### src/rtl/irq_cascade_pkg.sv
package irq_cascade_pkg;
  localparam int unsigned REG_AW     = 3;
  localparam int unsigned SEL_BIT    = 2;
  localparam logic        SEL_ENABLE = 1'b0;
  localparam logic        SEL_STATUS = 1'b1;

  typedef struct packed {
    logic                  req;
    logic                  we;
    logic [REG_AW-1:0]     addr;
  } reg_cmd_t;
endpackage

### src/rtl/irq_regs.sv
module irq_regs
  import irq_cascade_pkg::*;
#(
  parameter int unsigned       N_SRC = 32,
  parameter logic [N_SRC-1:0]  WIRED = '1
) (
  input  logic             clk_i,
  input  logic             rst_ni,
  input  reg_cmd_t         cmd_i,
  input  logic [N_SRC-1:0] wdata_i,
  input  logic [N_SRC-1:0] src_i,
  output logic [N_SRC-1:0] en_o,
  output logic [N_SRC-1:0] rdata_o
);
  logic [N_SRC-1:0] en_q;
  logic             sel;

  assign sel = cmd_i.addr[SEL_BIT];

  always_ff @(posedge clk_i or negedge rst_ni) begin
    if (!rst_ni)
      en_q <= '0;
    else if (cmd_i.req && cmd_i.we && sel == SEL_ENABLE)
      en_q <= wdata_i & WIRED;
  end

  always_comb begin
    rdata_o = '0;
    if (cmd_i.req && !cmd_i.we)
      rdata_o = (sel == SEL_STATUS) ? (src_i & WIRED) : en_q;
  end

  assign en_o = en_q;
endmodule

### src/rtl/irq_bypass.sv
module irq_bypass #(
  parameter int unsigned      N_SRC    = 32,
  parameter logic [N_SRC-1:0] MUX_MASK = '0
) (
  input  logic [N_SRC-1:0] src_i,
  input  logic [N_SRC-1:0] fwd_mask_i,
  output logic [N_SRC-1:0] fwd_eff_o,
  output logic [N_SRC-1:0] direct_o
);
  for (genvar i = 0; i < N_SRC; i++) begin : g_bit
    if (MUX_MASK[i]) begin : g_mux
      assign fwd_eff_o[i] = fwd_mask_i[i];
      assign direct_o[i]  = fwd_mask_i[i] & src_i[i];
    end else begin : g_nomux
      assign fwd_eff_o[i] = 1'b0;
      assign direct_o[i]  = 1'b0;
    end
  end
endmodule

### src/rtl/irq_group.sv
module irq_group #(
  parameter int unsigned      N_SRC = 32,
  parameter logic [N_SRC-1:0] MAP   = '0
) (
  input  logic             clk_i,
  input  logic             rst_ni,
  input  logic [N_SRC-1:0] src_i,
  input  logic [N_SRC-1:0] en_i,
  input  logic [N_SRC-1:0] fwd_eff_i,
  output logic             pend_o,
  output logic             irq_o
);
  logic irq_q;

  assign pend_o = |(src_i & en_i & MAP & ~fwd_eff_i);

  always_ff @(posedge clk_i or negedge rst_ni) begin
    if (!rst_ni) irq_q <= 1'b0;
    else         irq_q <= pend_o;
  end

  assign irq_o = irq_q;
endmodule

### src/rtl/irq_cascade.sv
module irq_cascade
  import irq_cascade_pkg::*;
#(
  parameter int unsigned                   N_SRC    = 32,
  parameter int unsigned                   N_GRP    = 2,
  parameter logic [N_GRP-1:0][N_SRC-1:0]   MAP_MASK = {32'h0000_0140, 32'h0000_0EBF},
  parameter logic [N_SRC-1:0]              MUX_MASK = 32'h0000_0007,
  parameter bit                            WAKE_EN  = 1'b1
) (
  input  logic                 clk_i,
  input  logic                 rst_ni,
  input  logic [N_SRC-1:0]     src_i,
  input  logic [N_SRC-1:0]     fwd_mask_i,
  input  logic                 sleep_i,
  input  logic                 req_i,
  input  logic                 we_i,
  input  logic [REG_AW-1:0]    addr_i,
  input  logic [N_SRC-1:0]     wdata_i,
  output logic [N_SRC-1:0]     rdata_o,
  output logic [N_GRP-1:0]     irq_o,
  output logic [N_SRC-1:0]     direct_o,
  output logic                 wake_o
);
  function automatic logic [N_SRC-1:0] wired_set();
    logic [N_SRC-1:0] acc = MUX_MASK;
    for (int g = 0; g < N_GRP; g++) acc |= MAP_MASK[g];
    return acc;
  endfunction

  localparam logic [N_SRC-1:0] WIRED = wired_set();

  reg_cmd_t         cmd;
  logic [N_SRC-1:0] en_q;
  logic [N_SRC-1:0] fwd_eff;
  logic [N_GRP-1:0] pend;

  assign cmd = '{req: req_i, we: we_i, addr: addr_i};

  irq_regs #(.N_SRC(N_SRC), .WIRED(WIRED)) u_regs (
    .clk_i, .rst_ni, .cmd_i(cmd), .wdata_i, .src_i, .en_o(en_q), .rdata_o
  );

  irq_bypass #(.N_SRC(N_SRC), .MUX_MASK(MUX_MASK)) u_bypass (
    .src_i, .fwd_mask_i, .fwd_eff_o(fwd_eff), .direct_o
  );

  for (genvar g = 0; g < N_GRP; g++) begin : g_grp
    irq_group #(.N_SRC(N_SRC), .MAP(MAP_MASK[g])) u_grp (
      .clk_i, .rst_ni, .src_i, .en_i(en_q), .fwd_eff_i(fwd_eff),
      .pend_o(pend[g]), .irq_o(irq_o[g])
    );
  end

  if (WAKE_EN) begin : g_wake
    // unclocked path while the register clock may be stopped
    assign wake_o = sleep_i ? |pend : |irq_o;
  end else begin : g_nowake
    assign wake_o = 1'b0;
  end
endmodule

### config.mk
export PLATFORM = sky130hd
export DESIGN_NAME = irq_cascade
export DESIGN_NICKNAME = d
export VERILOG_FILES = /design/src/rtl/irq_cascade_pkg.sv /design/src/rtl/irq_regs.sv /design/src/rtl/irq_bypass.sv /design/src/rtl/irq_group.sv /design/src/rtl/irq_cascade.sv
export SDC_FILE = /design/constraint.sdc
export NUM_CORES = 1
export LEC_CHECK = 0
export ABC_AREA = 0
export CORE_MARGIN = 2
export CORE_UTILIZATION = 26
export DETAILED_ROUTE_END_ITERATION = 16
export PLACE_DENSITY = 0.87
export SKIP_LAST_GASP = 1
export SLEW_MARGIN = 25
export SYNTH_ARGS = -nofsm -noshare
export SYNTH_HDL_FRONTEND = slang
export SYNTH_SLANG_ARGS = --single-unit
### constraint.sdc
create_clock -name clk_i -period 3.25 [get_ports clk_i]
set_input_delay 0.65 -clock clk_i [delete_from_list [all_inputs] [get_ports clk_i]]
set_output_delay 0.65 -clock clk_i [all_outputs]
set_load 0.005 [all_outputs]
==> results.json <==
{
  "chipWidth_um": 72.9,
  "cp.arrival_ns": 2.26,
  "yosys.area_share.simple": 0.103,
  "synth_async_sr_flop_share": 1.00,
  "worstSkewPairLatency_ns": 0.24,
  "antenna_found_initial": 0,
  "p_int_mw": 0.436,
  "remaining_drc_errors": 0,
  "p_sw_mw": 0.156,
  "synth.most_common_cell": "buf_4",
  "io_buffers": 50,
  "rows": 25,
  "synth_top_area_cell": "buf_4",
  "cts.sinks": 14,
  "synth.top_cells.by_count": "buf_4, dfrtp_1, nor2_1, mux2i_1, mux2_4",
  "grt_max_degree": 15,
  "synth_cell_types": 22,
  "cts.htree.levels": 1,
  "p_per_area_nw_per_um2": 361,
  "synth_fa_ha_area_frac": 0,
  "finalSetupTns_ns": 0,
  "fin_worst_skew_ns": 0.000421,
  "synth_area_per_cell_um2": 9.96,
  "ys_top_cells_by_area": "buf_4, dfrtp_1, mux2_4",
  "crit_type": "in -> out",
  "timing.final.crit_period_ns": 2.91,
  "synth_edf_count": 0,
  "crit_buf_inv": 2,
  "totalWireLength_um": 2480,
  "synth-xor-area-share": 0,
  "crit_slowest_cell": "clkdlybuf4s50_1",
  "cpMostUsedCell": "clkdlybuf4s50_1",
  "critical_path.max_stage_delay_ns": 0.53,
  "cts.path.max_buffers": 2,
  "drt_iter0_markers": 23,
  "hold_violations": 0,
  "start_util": 0.265,
  "seq_area_frac_synth": 0.284,
  "place_area_um2": 1580,
  "diodes": 0,
  "crit_family": "buffers and inverters",
  "drv_cap": 0,
  "die_h_um": 72.9,
  "setup_viol_count_final": 0,
  "root_buffer": "clkbuf_8",
  "dieArea_um2": 5320,
  "synth-compound-area-share": 0.0405,
  "cts_hold_buf": 0,
  "power_leakage_nw": 0.802,
  "viasPerCell": 3.88,
  "grt_use_total": 0.0945,
  "ctsResizeCount": 0,
  "grt_overflow": 0,
  "power_frac_comb": 0.319,
  "grt_pass1_wl_um": 3820,
  "cp.required_ns": 2.60,
  "worst_ir_drop_vdd_uv": 235,
  "coreArea_um2": 4660,
  "tritoncts": "yes",
  "syn-cell-area_um2": 1230,
  "worst_pin_slew_ns": 0.641,
  "drive_gt1_frac": 0.104,
  "r2r_cells": 3,
  "cts-buffers-inserted": 3,
  "synth_top_area_frac": 0.316,
  "outcome": "complete, no violations",
  "path_max_fanout": 12,
  "worstSetupEndpointType": "output pin",
  "ys.flop_type": "dfrtp_1",
  "post-cts-setup-buffers": 0,
  "fin_nets": 278,
  "synth_cells": 124,
  "slew_violations": 0,
  "p_sw_frac": 0.264,
  "finalInstanceArea_um2": 1640,
  "start_kind": "input port",
  "dp_hpwl_um": 2110,
  "period_share": 0.896,
  "area_growth_pct": 32.7,
  "utilization": 0.352,
  "p_clk_frac": 0.287,
  "ys_warn_count": 0,
  "worst-path-stages": 4,
  "rsz0062_at_grt": "no",
  "gp_congestion": 0.623,
  "first_pass_iters": 4,
  "synth-seq-cells": 14,
  "relSlewSlack": 0.571,
  "min_path_cells": 1,
  "clk_pin_slew_ns": 0.06,
  "synthMuxAreaShare": 0.237,
  "synth_top_family_by_area": "buffers and inverters",
  "io-pin-count": 171,
  "grt_pass1_vias": 851,
  "cp_cell_sequence": "clkdlybuf4s50_1 > nand2b_1 > nor2_1 > clkdlybuf4s50_1",
  "ant_nets": 0,
  "post_drt_wl_per_cell_um": 10.9,
  "hp-class": "reg -> reg",
  "pwr-share-seq": 0.394,
  "vias": 880,
  "clock.fmax_ghz": 0.344
}
==> power groups by stage <==
stage	clock network [mW]	logic [mW]	registers [mW]
after global routing	0.182	0.209	0.237
final	0.170	0.189	0.233
after global placement	0	0.187	0.233
after floorplan	0	0.149	0.228
after CTS	0.176	0.191	0.233
after detailed placement	0	0.191	0.235
==> sequential cells by signal, indices dropped and copies added, names as in the netlist <==
| name | flops |
|---|---|
| u_regs.en_o | 12 |
| g_grp.u_grp.irq_o | 2 |
==> layout by cell type (no fill, tap or decap) <==
cell and n:
clkdlybuf4s50_1 50, conb_1 49, dfrtp_1 14, nor2_1 13, mux2i_1 12, mux2_4 10, clkbuf_8 4, and2_1 3
a22oi_1 2, nand2_1 2, nand3b_1 2, mux2_2 2, nand2b_1 1, a22o_1 1, a222oi_1 1, and3_1 1
o211a_1 1, inv_1 1, nor3_1 1, a31oi_1 1, nand3b_4 1, buf_4 1
==> worst register-to-register path: stages (launching register included) <==
cell and delay, ns:
dfrtp_1 0.39, a222oi_1 0.33, and3_1 0.25, nand2_1 0.06
==> routing by layer <==
| metal | vias up | part of all wire | global-route usage | routed length (um) |
|---|---|---|---|---|
| li1 | 412 | - | - | - |
| met1 | 404 | 0.35 | 0.0921 | 860 |
| met2 | 62 | 0.54 | 0.186 | 1330 |
| met3 | 2 | 0.11 | 0.0331 | 277 |
| met4 | 0 | 0.0048 | 0.0247 | 12 |
| met5 | - | 0 | 0 | 0 |
==> kinds of logic (layout without fill, tap and decap cells) <==
logic type,count (synthesis),count (layout)
AO/OA/AOI/OAI,6,6
buffers and inverters,55,56
flip-flops,14,14
multiplexers,24,24
other,1,49
AND/OR/NAND/NOR,24,24
==> area by class of cell <==
cell class,instances,area (um2)
Sequential cell,14,350
Timing Repair Buffer,51,508
Multi-Input combinational cell,103,654
Inverter,1,3.75
Fill cell,485,3020
Tap cell,54,67.6
Clock buffer,4,55.1
==> path summary, 6_finish.rpt <==
kind / slack [ns] / from / endpoint
setup reg to reg: 2.10 / u_regs.en_o[7] / g_grp[0].u_grp.irq_o
setup / recovery: 0.34 / we_i / rdata_o[1]
hold / removal: 0.54 / u_regs.en_o[10] / u_regs.en_o[10]
hold reg to reg: 0.54 / u_regs.en_o[10] / u_regs.en_o[10]
max in group asynchronous: 2.04 / rst_ni / u_regs.en_o[6]
min in group asynchronous: 0.80 / rst_ni / u_regs.en_o[9]
==> through the flow <==
stage / std cells / worst slack [ns] / hold WS (ns) / power [mW]
global placement: 223 / 0.349 / 0.523 / 0.421
global route: 227 / 0.280 / 0.554 / 0.629
floorplan: 172 / 1.39 / 0.354 / 0.377
CTS: 227 / 0.323 / 0.542 / 0.600
detailed placement: 223 / 0.322 / 0.523 / 0.426
finish: 227 / 0.339 / 0.543 / 0.592
Power figures use the tool's default switching activity.
